--- src/rtl/tmr16_pkg.sv ---
package tmr16_pkg;
    localparam int CNT_W  = 16;
    localparam int BYTE_W = 8;
    localparam int N_CMP  = 2;
    localparam int CTRL_W = 5;

    localparam logic [7:0] A_FLAGS  = 8'h36;
    localparam logic [7:0] A_CTRL   = 8'h80;
    localparam logic [7:0] A_CNT_L  = 8'h84;
    localparam logic [7:0] A_CNT_H  = 8'h85;
    localparam logic [7:0] A_CAP_L  = 8'h86;
    localparam logic [7:0] A_CAP_H  = 8'h87;
    localparam logic [7:0] A_CMPA_L = 8'h88;
    localparam logic [7:0] A_CMPA_H = 8'h89;
    localparam logic [7:0] A_CMPB_L = 8'h8A;
    localparam logic [7:0] A_CMPB_H = 8'h8B;

    localparam int CB_SRC_ALT = 2;
    localparam int CB_RISE    = 3;
    localparam int CB_TOP     = 4;

    typedef enum logic [2:0] {
        TGT_NONE,
        TGT_CNT,
        TGT_CAP,
        TGT_CMPA,
        TGT_CMPB
    } wide_tgt_e;
endpackage

--- src/rtl/tmr_capsync.sv ---
module tmr_capsync #(
    parameter int STAGES = 2
) (
    input  logic clk,
    input  logic rst_n,
    input  logic use_alt,
    input  logic rise_sel,
    input  logic pin_in,
    input  logic alt_in,
    output logic evt
);
    logic              raw;
    logic [STAGES-1:0] sync_q;
    logic              prev_q;

    assign raw = use_alt ? alt_in : pin_in;

    always_ff @(posedge clk or negedge rst_n) begin
        if (!rst_n) begin
            sync_q <= '0;
            prev_q <= 1'b0;
        end else begin
            sync_q <= {sync_q[STAGES-2:0], raw};
            prev_q <= sync_q[STAGES-1];
        end
    end

    assign evt = rise_sel ? (sync_q[STAGES-1] & ~prev_q)
                          : (~sync_q[STAGES-1] & prev_q);

    assert_evt_pulse_R9: assert property (@(posedge clk) disable iff (!rst_n)
        evt |=> !evt);
endmodule

--- src/rtl/tmr_cmp_unit.sv ---
module tmr_cmp_unit #(
    parameter int W = 16
) (
    input  logic         clk,
    input  logic         rst_n,
    input  logic         tick,
    input  logic         blocked,
    input  logic [W-1:0] cnt,
    input  logic [W-1:0] ocr,
    input  logic         wave_en,
    input  logic         clr,
    output logic         flag,
    output logic         wave
);
    logic hit;
    logic flag_q;
    logic wave_q;

    assign hit = tick && !blocked && (cnt == ocr);

    always_ff @(posedge clk or negedge rst_n) begin
        if (!rst_n) begin
            flag_q <= 1'b0;
            wave_q <= 1'b0;
        end else begin
            if (hit)      flag_q <= 1'b1;
            else if (clr) flag_q <= 1'b0;
            if (hit && wave_en) wave_q <= ~wave_q;
        end
    end

    assign flag = flag_q;
    assign wave = wave_q;

    assert_match_flag_R6: assert property (@(posedge clk) disable iff (!rst_n)
        hit |=> flag_q);
    assert_wave_toggle_R8: assert property (@(posedge clk) disable iff (!rst_n)
        (hit && wave_en) |=> (wave_q != $past(wave_q)));
    assert_wave_hold_R8: assert property (@(posedge clk) disable iff (!rst_n)
        !wave_en |=> $stable(wave_q));
endmodule

--- src/rtl/tmr16_bytebus.sv ---
module tmr16_bytebus
    import tmr16_pkg::*;
#(
    parameter int SYNC_STAGES = 2
) (
    input  logic       clk,
    input  logic       rst_n,
    input  logic       tick,
    input  logic [7:0] addr,
    input  logic       wr_en,
    input  logic [7:0] wdata,
    input  logic       rd_en,
    output logic [7:0] rdata,
    input  logic       cap_pin,
    input  logic       alt_cap,
    output logic       wave_a,
    output logic       wave_b
);
    localparam logic [CNT_W-1:0] ONE = CNT_W'(1);

    wide_tgt_e         tgt;
    logic              hi_sel;
    logic [CNT_W-1:0]  live;
    logic [BYTE_W-1:0] temp_q;
    logic [CNT_W-1:0]  cnt_q;
    logic [CNT_W-1:0]  icr_q;
    logic [CNT_W-1:0]  ocr_q [N_CMP];
    logic [CTRL_W-1:0] ctrl_q;
    logic              blk_q;
    logic              cap_flag_q;
    logic [N_CMP-1:0]  cmp_flag;
    logic [N_CMP-1:0]  wave;
    logic [N_CMP-1:0]  cmp_commit;
    logic [CNT_W-1:0]  commit_val;
    logic              lo_wr;
    logic              cnt_commit;
    logic              cap_commit;
    logic              flag_wr;
    logic              top_en;
    logic              cap_evt;

    // address decode into wide register target and byte half
    always_comb begin
        tgt    = TGT_NONE;
        hi_sel = 1'b0;
        case (addr)
            A_CNT_L:  tgt = TGT_CNT;
            A_CNT_H:  begin tgt = TGT_CNT;  hi_sel = 1'b1; end
            A_CAP_L:  tgt = TGT_CAP;
            A_CAP_H:  begin tgt = TGT_CAP;  hi_sel = 1'b1; end
            A_CMPA_L: tgt = TGT_CMPA;
            A_CMPA_H: begin tgt = TGT_CMPA; hi_sel = 1'b1; end
            A_CMPB_L: tgt = TGT_CMPB;
            A_CMPB_H: begin tgt = TGT_CMPB; hi_sel = 1'b1; end
            default:  ;
        endcase
    end

    always_comb begin
        unique case (tgt)
            TGT_CNT:  live = cnt_q;
            TGT_CAP:  live = icr_q;
            TGT_CMPA: live = ocr_q[0];
            TGT_CMPB: live = ocr_q[1];
            default:  live = '0;
        endcase
    end

    assign lo_wr         = wr_en && !hi_sel && (tgt != TGT_NONE);
    assign commit_val    = {temp_q, wdata};
    assign cnt_commit    = lo_wr && (tgt == TGT_CNT);
    assign cap_commit    = lo_wr && (tgt == TGT_CAP);
    assign cmp_commit[0] = lo_wr && (tgt == TGT_CMPA);
    assign cmp_commit[1] = lo_wr && (tgt == TGT_CMPB);
    assign flag_wr       = wr_en && (addr == A_FLAGS);
    assign top_en        = ctrl_q[CB_TOP];

    // shared holding byte
    always_ff @(posedge clk or negedge rst_n) begin
        if (!rst_n) begin
            temp_q <= '0;
        end else if (wr_en && hi_sel && (tgt != TGT_NONE)) begin
            temp_q <= wdata;
        end else if (rd_en && !wr_en && !hi_sel && (tgt != TGT_NONE)) begin
            temp_q <= live[CNT_W-1:BYTE_W];
        end
    end

    // counter and its one-step compare block
    always_ff @(posedge clk or negedge rst_n) begin
        if (!rst_n) begin
            cnt_q <= '0;
            blk_q <= 1'b0;
        end else begin
            if (cnt_commit) begin
                cnt_q <= commit_val;
                blk_q <= 1'b1;
            end else if (tick) begin
                cnt_q <= (top_en && (cnt_q == icr_q)) ? '0 : cnt_q + ONE;
                blk_q <= 1'b0;
            end
        end
    end

    // capture register, control register, capture flag
    always_ff @(posedge clk or negedge rst_n) begin
        if (!rst_n) begin
            icr_q      <= '0;
            ctrl_q     <= '0;
            cap_flag_q <= 1'b0;
        end else begin
            if (cap_evt)         icr_q <= cnt_q;
            else if (cap_commit) icr_q <= commit_val;
            if (wr_en && (addr == A_CTRL)) ctrl_q <= wdata[CTRL_W-1:0];
            if (cap_evt)                    cap_flag_q <= 1'b1;
            else if (flag_wr && wdata[2])   cap_flag_q <= 1'b0;
        end
    end

    tmr_capsync #(.STAGES(SYNC_STAGES)) u_capsync (
        .clk      (clk),
        .rst_n    (rst_n),
        .use_alt  (ctrl_q[CB_SRC_ALT]),
        .rise_sel (ctrl_q[CB_RISE]),
        .pin_in   (cap_pin),
        .alt_in   (alt_cap),
        .evt      (cap_evt)
    );

    for (genvar g = 0; g < N_CMP; g++) begin : g_cmp
        always_ff @(posedge clk or negedge rst_n) begin
            if (!rst_n)             ocr_q[g] <= '0;
            else if (cmp_commit[g]) ocr_q[g] <= commit_val;
        end

        tmr_cmp_unit #(.W(CNT_W)) u_unit (
            .clk     (clk),
            .rst_n   (rst_n),
            .tick    (tick),
            .blocked (blk_q),
            .cnt     (cnt_q),
            .ocr     (ocr_q[g]),
            .wave_en (ctrl_q[g]),
            .clr     (flag_wr && wdata[g]),
            .flag    (cmp_flag[g]),
            .wave    (wave[g])
        );
    end

    assign wave_a = wave[0];
    assign wave_b = wave[1];

    // byte read mux
    always_comb begin
        rdata = '0;
        if (tgt != TGT_NONE) begin
            rdata = hi_sel ? temp_q : live[BYTE_W-1:0];
        end else if (addr == A_FLAGS) begin
            rdata = {5'b0, cap_flag_q, cmp_flag};
        end else if (addr == A_CTRL) begin
            rdata = {{(BYTE_W-CTRL_W){1'b0}}, ctrl_q};
        end
    end

    assert_temp_load_R2: assert property (@(posedge clk) disable iff (!rst_n)
        (wr_en && hi_sel && (tgt != TGT_NONE)) |=> (temp_q == $past(wdata)));
    assert_cmp_commit_R2: assert property (@(posedge clk) disable iff (!rst_n)
        cmp_commit[0] |=> (ocr_q[0] == {$past(temp_q), $past(wdata)}));
    assert_rd_snap_R3: assert property (@(posedge clk) disable iff (!rst_n)
        (rd_en && !wr_en && !hi_sel && (tgt != TGT_NONE))
            |=> (temp_q == $past(live[CNT_W-1:BYTE_W])));
    assert_cnt_step_R4: assert property (@(posedge clk) disable iff (!rst_n)
        (tick && !cnt_commit && !(top_en && (cnt_q == icr_q)))
            |=> (cnt_q == $past(cnt_q) + ONE));
    assert_top_wrap_R5: assert property (@(posedge clk) disable iff (!rst_n)
        (tick && !cnt_commit && top_en && (cnt_q == icr_q)) |=> (cnt_q == '0));
    assert_block_R7: assert property (@(posedge clk) disable iff (!rst_n)
        (blk_q && tick) |=> !$rose(cmp_flag[0]) && !$rose(cmp_flag[1]));
    assert_cap_load_R9: assert property (@(posedge clk) disable iff (!rst_n)
        cap_evt |=> (icr_q == $past(cnt_q)) && cap_flag_q);
endmodule

--- config.mk ---
export PLATFORM = sky130hd
export DESIGN_NAME = tmr16_bytebus
export DESIGN_NICKNAME = d
export VERILOG_FILES = /design/src/rtl/tmr16_pkg.sv /design/src/rtl/tmr_capsync.sv /design/src/rtl/tmr_cmp_unit.sv /design/src/rtl/tmr16_bytebus.sv
export SDC_FILE = /design/constraint.sdc
export NUM_CORES = 1
export LEC_CHECK = 0
export BUFFER_PORTS_ARGS = -buffer_cell sky130_fd_sc_hd__buf_2
export CORE_ASPECT_RATIO = 1.2
export CORE_UTILIZATION = 60
export CTS_CLUSTER_SIZE = 14
export DETAILED_ROUTE_END_ITERATION = 10
export GPL_ROUTABILITY_DRIVEN = 0
export PLACE_DENSITY = 0.87
export SYNTH_ARGS = -nofsm -noshare
export SYNTH_HDL_FRONTEND = slang
export SYNTH_SLANG_ARGS = --single-unit
--- constraint.sdc ---
create_clock -name clk -period 6.8 [get_ports clk]
set_input_delay 1.7 -clock clk [delete_from_list [all_inputs] [get_ports clk]]
set_output_delay 1.7 -clock clk [all_outputs]
set_load 0.1 [all_outputs]
==> reports/results.tsv, run 1 <==
stage	metric	value	unit
status	status	finished clean	
clocking	clock_sinks	86	
floorplan	die_area	0.009027	sq mm
clocking	cts_root_buf	clkbuf_8	
final_layout	fill_cells	612	
floorplan	rows	36	
synth	synthAdderAreaFrac	0.2411	%
timing	clock_skew	0.008749	ns
synth	ys_seq_area_share	41.47	%
drt	vias	4423	
critical_path	crit_buf_inv	2	
critical_path	crit_slowest_cell	and2_1	
clocking	clk-insertion-delay-late	0.38	ns
synth	syn_nets	548	
synth	syn_inst	524	
critical_path	crit_cells	8	
clocking	htree_levels	3	
clocking	clk_pin_slew	0.09	ns
timing	setup_viol	0	
critical_path	critPathTopFamily	simple AND/OR/NAND/NOR gates	
critical_path	timing.critical_path.to	rdata[4]	
floorplan	ios	33	
synth	synth_cell_types	50	
grt	grt_usage	34.32	%
timing	tightest_slew	1.115	ns
timing	clock.fmax	168.6	MHz
floorplan	start_util	62.96	%
synth	synth_flop_cell	dfrtp_1	
synth	synth_top_family_by_area	compound AO/OA/AOI/OAI gates	
drt	drtPass1Iterations	5	
synth	async_flop_share	100.0	%
hold_path	min_path_cells	0	
pwr	p_switching	0.4853	mW
critical_path	path_cells	buf_2 -> nor4b_4 -> and2_1 -> a22oi_1 -> o22ai_1 -> mux2i_1 -> o21ai_0 -> buf_2	
synth	synth-seq-cells	86	
synth	ys_warn_count	0	
synth	synth-compound-area-share	15.45	%
critical_path	end_kind	output pin	
synth	synth-edff-count	0	
synth	yosys.area_share.simple	14.08	%
grt	overflow	0	
grt	grt_pass1_wl	23230	um
critical_path	critical_path.startpoint	addr[6]	
floorplan	die_x	86.90	um
clocking	numCtsBuffers	9	
pwr	power_density	235.4	mW/mm^2
drt	ant_nets	0	
clocking	hold_buffers	0	
flow_run	drv_cap	0	
pwr	pwr-share-clk	25.2	%
grt	antenna_found_initial	0	
critical_path	reg2reg_depth	5	
drt	routed_wirelength	14410	um
final_layout	syn_to_final_growth	6.702	%
clocking	cts_setup_buffers	0	
clocking	clk_path_buf_depth	2	
pwr	combPwrFrac	22.3	%
synth	synthTopCellsByArea	dfrtp_1, mux2_2, xor2_1	
pwr	p_seq_share	52.4	%
critical_path	critical_path_class	input pin to output pin	
critical_path	reg2reg_from	cnt_q[2]$_DFFE_PN0P_	
timing	rsz0062_at_grt	false	
pwr	p_leak	2.453	nW
critical_path	r2r_slack	4.14	ns
critical_path	worst_path_most_repeated_cell	buf_2	
placed_design	hpwl	10030	um
final_layout	antennaDiodeCount	0	
synth	synth_area	0.005190	sq mm
timing	hold_viol_final	0	
floorplan	core_area	0.008243	sq mm
clocking	cts_tree	built	
floorplan	die_h	103.9	um
drt	viasPerCell	6.826	
pwr	vdd_ir_drop_max	0.0002001	V
timing	tns	0	ns
drt	wl_per_cell	22.23	um
timing	timing.final.crit_share	87.22	%
final_layout	nets	553	
synth	yosys.area.top_type	dfrtp_1	
pwr	internal_power	0.8181	mW
critical_path	reg2reg_to	cnt_q[3]$_DFFE_PN0P_	
synth	synth_top_area_share	41.47	%
placed_design	numPortBuffers	32	
drt	drc_errors	0	
critical_path	slowest_delay	0.64	ns
critical_path	cp-start-kind	input pin	
timing	drv_slew	0	
final_layout	fin_util	67.18	%
timing	period_minus_slack	5.931	ns
synth	avgSynthCellArea	9.905	sq um
critical_path	crit_fanout	18	
grt	grt_pass1_vias	4335	
synth	muxShareOfSynthArea	15.04	%
final_layout	drive_above_1_share	19.29	%
synth	synth-xor-area-share	9.788	%
hold_path	holdCritPathClass	flop to flop	
critical_path	cp.required	5.10	ns
critical_path	cp.arrival	4.23	ns
grt	grt_max_degree	87	
pwr	swShare	37.23	%
clocking	cts_resized	0	
timing	relSlewSlack	25.70	%
drt	first_iter_violations	538	
-- worst min path at each step --
stage	slack (ns)	start	end
after floorplan	0.33	u_capsync.sync_q[0]$_DFF_PN0_	u_capsync.sync_q[1]$_DFF_PN0_
after global placement	0.34	u_capsync.sync_q[0]$_DFF_PN0_	u_capsync.sync_q[1]$_DFF_PN0_
after detailed placement	0.35	u_capsync.sync_q[0]$_DFF_PN0_	u_capsync.sync_q[1]$_DFF_PN0_
after CTS	0.37	u_capsync.sync_q[0]$_DFF_PN0_	u_capsync.sync_q[1]$_DFF_PN0_
after global routing	0.38	u_capsync.sync_q[0]$_DFF_PN0_	u_capsync.sync_q[1]$_DFF_PN0_
final	0.36	u_capsync.sync_q[0]$_DFF_PN0_	u_capsync.sync_q[1]$_DFF_PN0_
-- routing by layer --
metal	wire length (um)	GRT usage, %	up-vias
li1	-	-	1918
met1	5549	45.87	2090
met2	6517	50.56	345
met3	1515	8.333	70
met4	825	19.88	0
met5	0	0	-
-- power by group through the flow --
stage | Sequential (mW) | Clock (mW) | Combinational, mW
floorplan | 0.603 | 0 | 0.264
global placement | 0.682 | 0 | 0.268
detailed placement | 0.684 | 0 | 0.281
CTS | 0.676 | 0.331 | 0.284
global route | 0.687 | 0.349 | 0.318
finish | 0.683 | 0.329 | 0.291
-- per-stage QoR --
step	hold WS [ns]	cells	setup WS [ns]	instance area [sq um]	power (mW)
after global routing	0.3829	648	0.7597	5538	1.354
after CTS	0.3677	648	0.9749	5538	1.290
final	0.3649	648	0.8687	5538	1.303
after detailed placement	0.3477	632	0.9757	5363	0.9651
after global placement	0.3413	632	1.095	5363	0.9504
after floorplan	0.3312	524	0.01881	5190	0.8661
-- synthesized netlist by cell type (all sizes together), types with 3 or more instances --
master / number
nor2b: 4
o21ai: 35
nand2b: 6
o22ai: 8
dfrtp: 86
nor4: 16
nor2: 27
a21oi: 21
clkbuf: 24
xnor2: 13
xor2: 45
and3: 4
a22oi: 28
nand2: 39
buf: 19
nor3: 9
nor3b: 3
o221ai: 8
nand4: 7
nand3: 14
mux2: 40
mux2i: 33
o31ai: 8
inv: 5
-- cell families (layout without fill, tap and decap cells) --
logic type,Yosys count,count (layout)
AOI/OAI and AO/OA,123,123
xor gates and xnor gates,58,58
adders and majority gates,1,1
buffers and inverters,48,58
DFF,86,86
muxes,73,73
and+or+nand+nor,135,135
-- layout by cell type, fill, tap and decap left out, types with 3 or more instances in the layout --
| master | netlist | layout |
|---|---|---|
| nand2_1 | 39 | 39 |
| nand3_1 | 14 | 14 |
| buf_4 | 1 | 6 |
| nor3_1 | 9 | 9 |
| nand4_1 | 7 | 7 |
| clkinv_4 | 0 | 3 |
| dfrtp_1 | 86 | 86 |
| nor2_1 | 26 | 26 |
| xor2_1 | 45 | 45 |
| and3_1 | 4 | 4 |
| clkbuf_8 | 0 | 9 |
| xnor2_1 | 13 | 13 |
| nor4_4 | 3 | 3 |
| o221ai_1 | 8 | 8 |
| o22ai_1 | 8 | 8 |
| buf_2 | 15 | 31 |
| mux2_2 | 40 | 40 |
| a21oi_1 | 21 | 20 |
| mux2i_1 | 33 | 33 |
| nand2b_1 | 6 | 6 |
| o21ai_0 | 34 | 34 |
| inv_1 | 5 | 5 |
| nor2b_1 | 4 | 4 |
| nor4_1 | 13 | 13 |
| o31ai_1 | 8 | 8 |
| a22oi_1 | 28 | 28 |
-- final cells by class --
class                      count  area, sq um  share of cell area, %
multi-input combinational    390         2849                  51.45
sequential                    86         2152                  38.86
timing repair buffer          37        200.2                  3.615
tap                          114        142.6                  2.576
clock buffer                   9        123.9                  2.237
clock inverter                 7        51.30                 0.9263
inverter                       5        18.77                 0.3389
-- registers in the layout (all words and copies together) (netlist names) --
| signal | cells |
|---|---|
| ocr_q | 32 |
| u_capsync.prev_q | 1 |
| blk_q | 1 |
| temp_q | 8 |
| cnt_q | 16 |
| u_capsync.sync_q | 2 |
| icr_q | 16 |
| g_cmp.u_unit.flag | 2 |
| ctrl_q | 5 |
| cap_flag_q | 1 |
| g_cmp.u_unit.wave | 2 |
-- worst reg2reg max path, cell delays in order (launching register included) --
cell and delay, ns:
dfrtp_1 0.52, xor2_1 0.26, or4_1 0.55, nor4b_1 0.82, a211oi_1 0.09, a211o_1 0.31
(Power assumes the default switching activity.)
==> run 2, diff against run 1 <==
- REMOVE_ABC_BUFFERS: not set -> 1
==> run 2 against run 1 <==
Against the previous run: total power is 3.1% higher; register-to-register slack better by 0.08 ns; sequential share of layout area is 0.18 points lower; sequential cell count stayed put; cell area is 0.47% higher; clock skew is 0.0059 ns higher; combinational power hardly changed; worst hold slack worse by 0.0035 ns; global-route usage is 1.1 points lower; setup slack better by 0.041 ns; critical path depth stayed put; utilization is 0.32 points higher; largest power group unchanged.
==> reports/results.tsv, run 2 (synthesis gave the netlist of run 1 again) <==
stage	metric	value	unit	change
status	status	finished clean		unchanged
critical_path	reg2reg_from	cnt_q[2]$_DFFE_PN0P_		unchanged
critical_path	critPathTopFamily	simple AND/OR/NAND/NOR gates		unchanged
drt	routed_wirelength	14190	um	was 14,410 um
critical_path	crit_fanout	18		unchanged
final_layout	nets	553		unchanged
hold_path	holdPathEnd	u_capsync.sync_q[1]$_DFF_PN0_		unchanged
timing	timing.final.crit_share	86.63	%	was 87.22%
critical_path	reg2reg_depth	5		unchanged
clocking	cts_setup_buffers	0		unchanged
clocking	cts_root_buf	clkbuf_8		unchanged
floorplan	core_area	0.008243	sq mm	unchanged
drt	wl_per_cell	21.90	um	was 22.23 um
clocking	clock_sinks	86		unchanged
pwr	power_density	241.4	mW/mm^2	was 235.4 mW/mm^2
placed_design	pre_cts_slack	0.9728	ns	was 0.9757 ns
grt	overflow	0		unchanged
pwr	vdd_ir_drop_max	0.0001558	V	was 0.0002001 V
drt	drc_errors	0		unchanged
final_layout	syn_to_final_growth	7.208	%	was 6.702%
grt	grt_pass1_wl	22740	um	was 23,230 um
critical_path	r2r_slack	4.22	ns	was 4.14 ns
floorplan	die_area	0.009027	sq mm	unchanged
grt	grt_max_degree	87		unchanged
clocking	clk_pin_slew	0.09	ns	about the same
timing	period_minus_slack	5.891	ns	was 5.931 ns
timing	clock_skew	0.01469	ns	was 0.008749 ns
timing	clock.fmax	169.8	MHz	was 168.6 MHz
timing	hold_viol_final	0		unchanged
grt	grt_usage	33.25	%	was 34.32%
drt	viasPerCell	6.880		was 6.826
timing	tightest_slew	1.142	ns	was 1.115 ns
placed_design	hpwl	9827	um	was 10,030 um
floorplan	ios	33		unchanged
critical_path	reg2reg_to	cnt_q[3]$_DFFE_PN0P_		unchanged
pwr	power.total	1.343	mW	was 1.303 mW
pwr	p_leak	2.468	nW	was 2.453 nW
grt	grt_pass1_vias	4381		was 4,335
final_layout	fin_util	67.50	%	was 67.18%
critical_path	end_kind	output pin		unchanged
critical_path	path_cells	buf_2 -> nor4b_4 -> and2_1 -> a22oi_1 -> o22ai_1 -> mux2i_1 -> o21ai_0 -> buf_2		unchanged
floorplan	die_x	86.90	um	unchanged
drt	drtPass1Iterations	9		was 5
timing	relSlewSlack	23.84	%	was 25.70%
flow_run	drv_cap	0		unchanged
critical_path	worst_path_most_repeated_cell	buf_2		unchanged
final_layout	reg_top3	ocr_q: 32 flops, cnt_q: 16 flops, icr_q: 16 flops		unchanged
final_layout	antennaDiodeCount	0		unchanged
critical_path	slowest_delay	0.67	ns	was 0.64 ns
final_layout	regMostFlops	ocr_q		unchanged
hold_path	min_path_cells	0		unchanged
final_layout	drive_above_1_share	18.91	%	was 19.29%
clocking	clk-insertion-delay-late	0.37	ns	was 0.38 ns
timing	drv_slew	0		unchanged
drt	ant_nets	0		unchanged
timing	setup_viol	0		unchanged
critical_path	crit_buf_inv	2		unchanged
floorplan	rows	36		unchanged
final_layout	final_common_cell	dfrtp_1		unchanged
drt	vias	4458		was 4,423
final_layout	largest_reg_flops	32		unchanged
clocking	htree_levels	3		unchanged
final_layout	layout_common_cells	dfrtp_1, xor2_1, mux2_2		unchanged
critical_path	cp.arrival	4.19	ns	was 4.23 ns
clocking	cts_tree	built		unchanged
drt	first_iter_violations	617		was 538
critical_path	crit_slowest_cell	and2_1		unchanged
clocking	hold_buffers	0		unchanged
timing	tns	0	ns	unchanged
grt	antenna_found_initial	0		unchanged
hold_path	holdCritPathClass	flop to flop		unchanged
timing	rsz0062_at_grt	false		unchanged
floorplan	die_h	103.9	um	unchanged
critical_path	cp.required	5.10	ns	about the same
floorplan	start_util	62.96	%	unchanged
clocking	clk_path_buf_depth	2		unchanged
placed_design	numPortBuffers	32		unchanged
clocking	numCtsBuffers	9		unchanged
hold_path	min-delay-start	u_capsync.sync_q[0]$_DFF_PN0_		unchanged
critical_path	cp-start-kind	input pin		unchanged
critical_path	critical_path_class	input pin to output pin		unchanged
timing	setup_slack	0.9092	ns	was 0.8687 ns
clocking	cts_resized	0		unchanged
run 2: power breakdown:
part	total, mW	switching, mW	internal [mW]
combinational	0.293	0.168	0.125
clock	0.375	0.185	0.190
sequential	0.676	0.114	0.561
run 2: cell type report:
type	count	area, sq um
well taps	114	142.6
inverters	5	18.77
clock buffers	13	158.9
flip-flops and latches	86	2152
fillers	629	2679
clock inverters	3	42.54
repair buffers	37	200.2
multi-input cells	390	2849
run 2: layer usage:
metal  routed length (um)  vias up  part of all wire [%]  global-route usage [%]
met5                    0        -                     0                       0
met4                  810        0                   5.7                   21.19
met3                 1469       89                    10                   7.778
met2                 6667      348                    47                   51.41
met1                 5241     2109                    37                   41.38
li1                     -     1912                     -                       -
run 2: worst reg2reg max path: stages (launching register included):
cell and delay (ns):
dfrtp_1 0.52, xor2_1 0.24, or4_1 0.53, nor4b_1 0.72
a211oi_1 0.13, a211o_1 0.32
run 2: metrics by stage:
stage	instance area (sq um)	cells	hold slack, ns
final	5564	648	0.3614
after global placement	5363	632	0.3443
after global routing	5564	648	0.3746
after CTS	5564	648	0.3623
after floorplan	5005	481	0.3312
after detailed placement	5363	632	0.3425
run 2: how the worst max path moves through the flow:
stage                 start       end  slack [ns]  cells past startpoint
global route        addr[6]  rdata[4]        0.70                      8
floorplan           addr[6]  rdata[3]       -0.26                      6
CTS                 addr[6]  rdata[4]        0.98                      8
detailed placement  addr[6]  rdata[4]        0.97                      8
global placement    addr[6]  rdata[4]        1.08                      8
finish              addr[6]  rdata[4]        0.91                      8
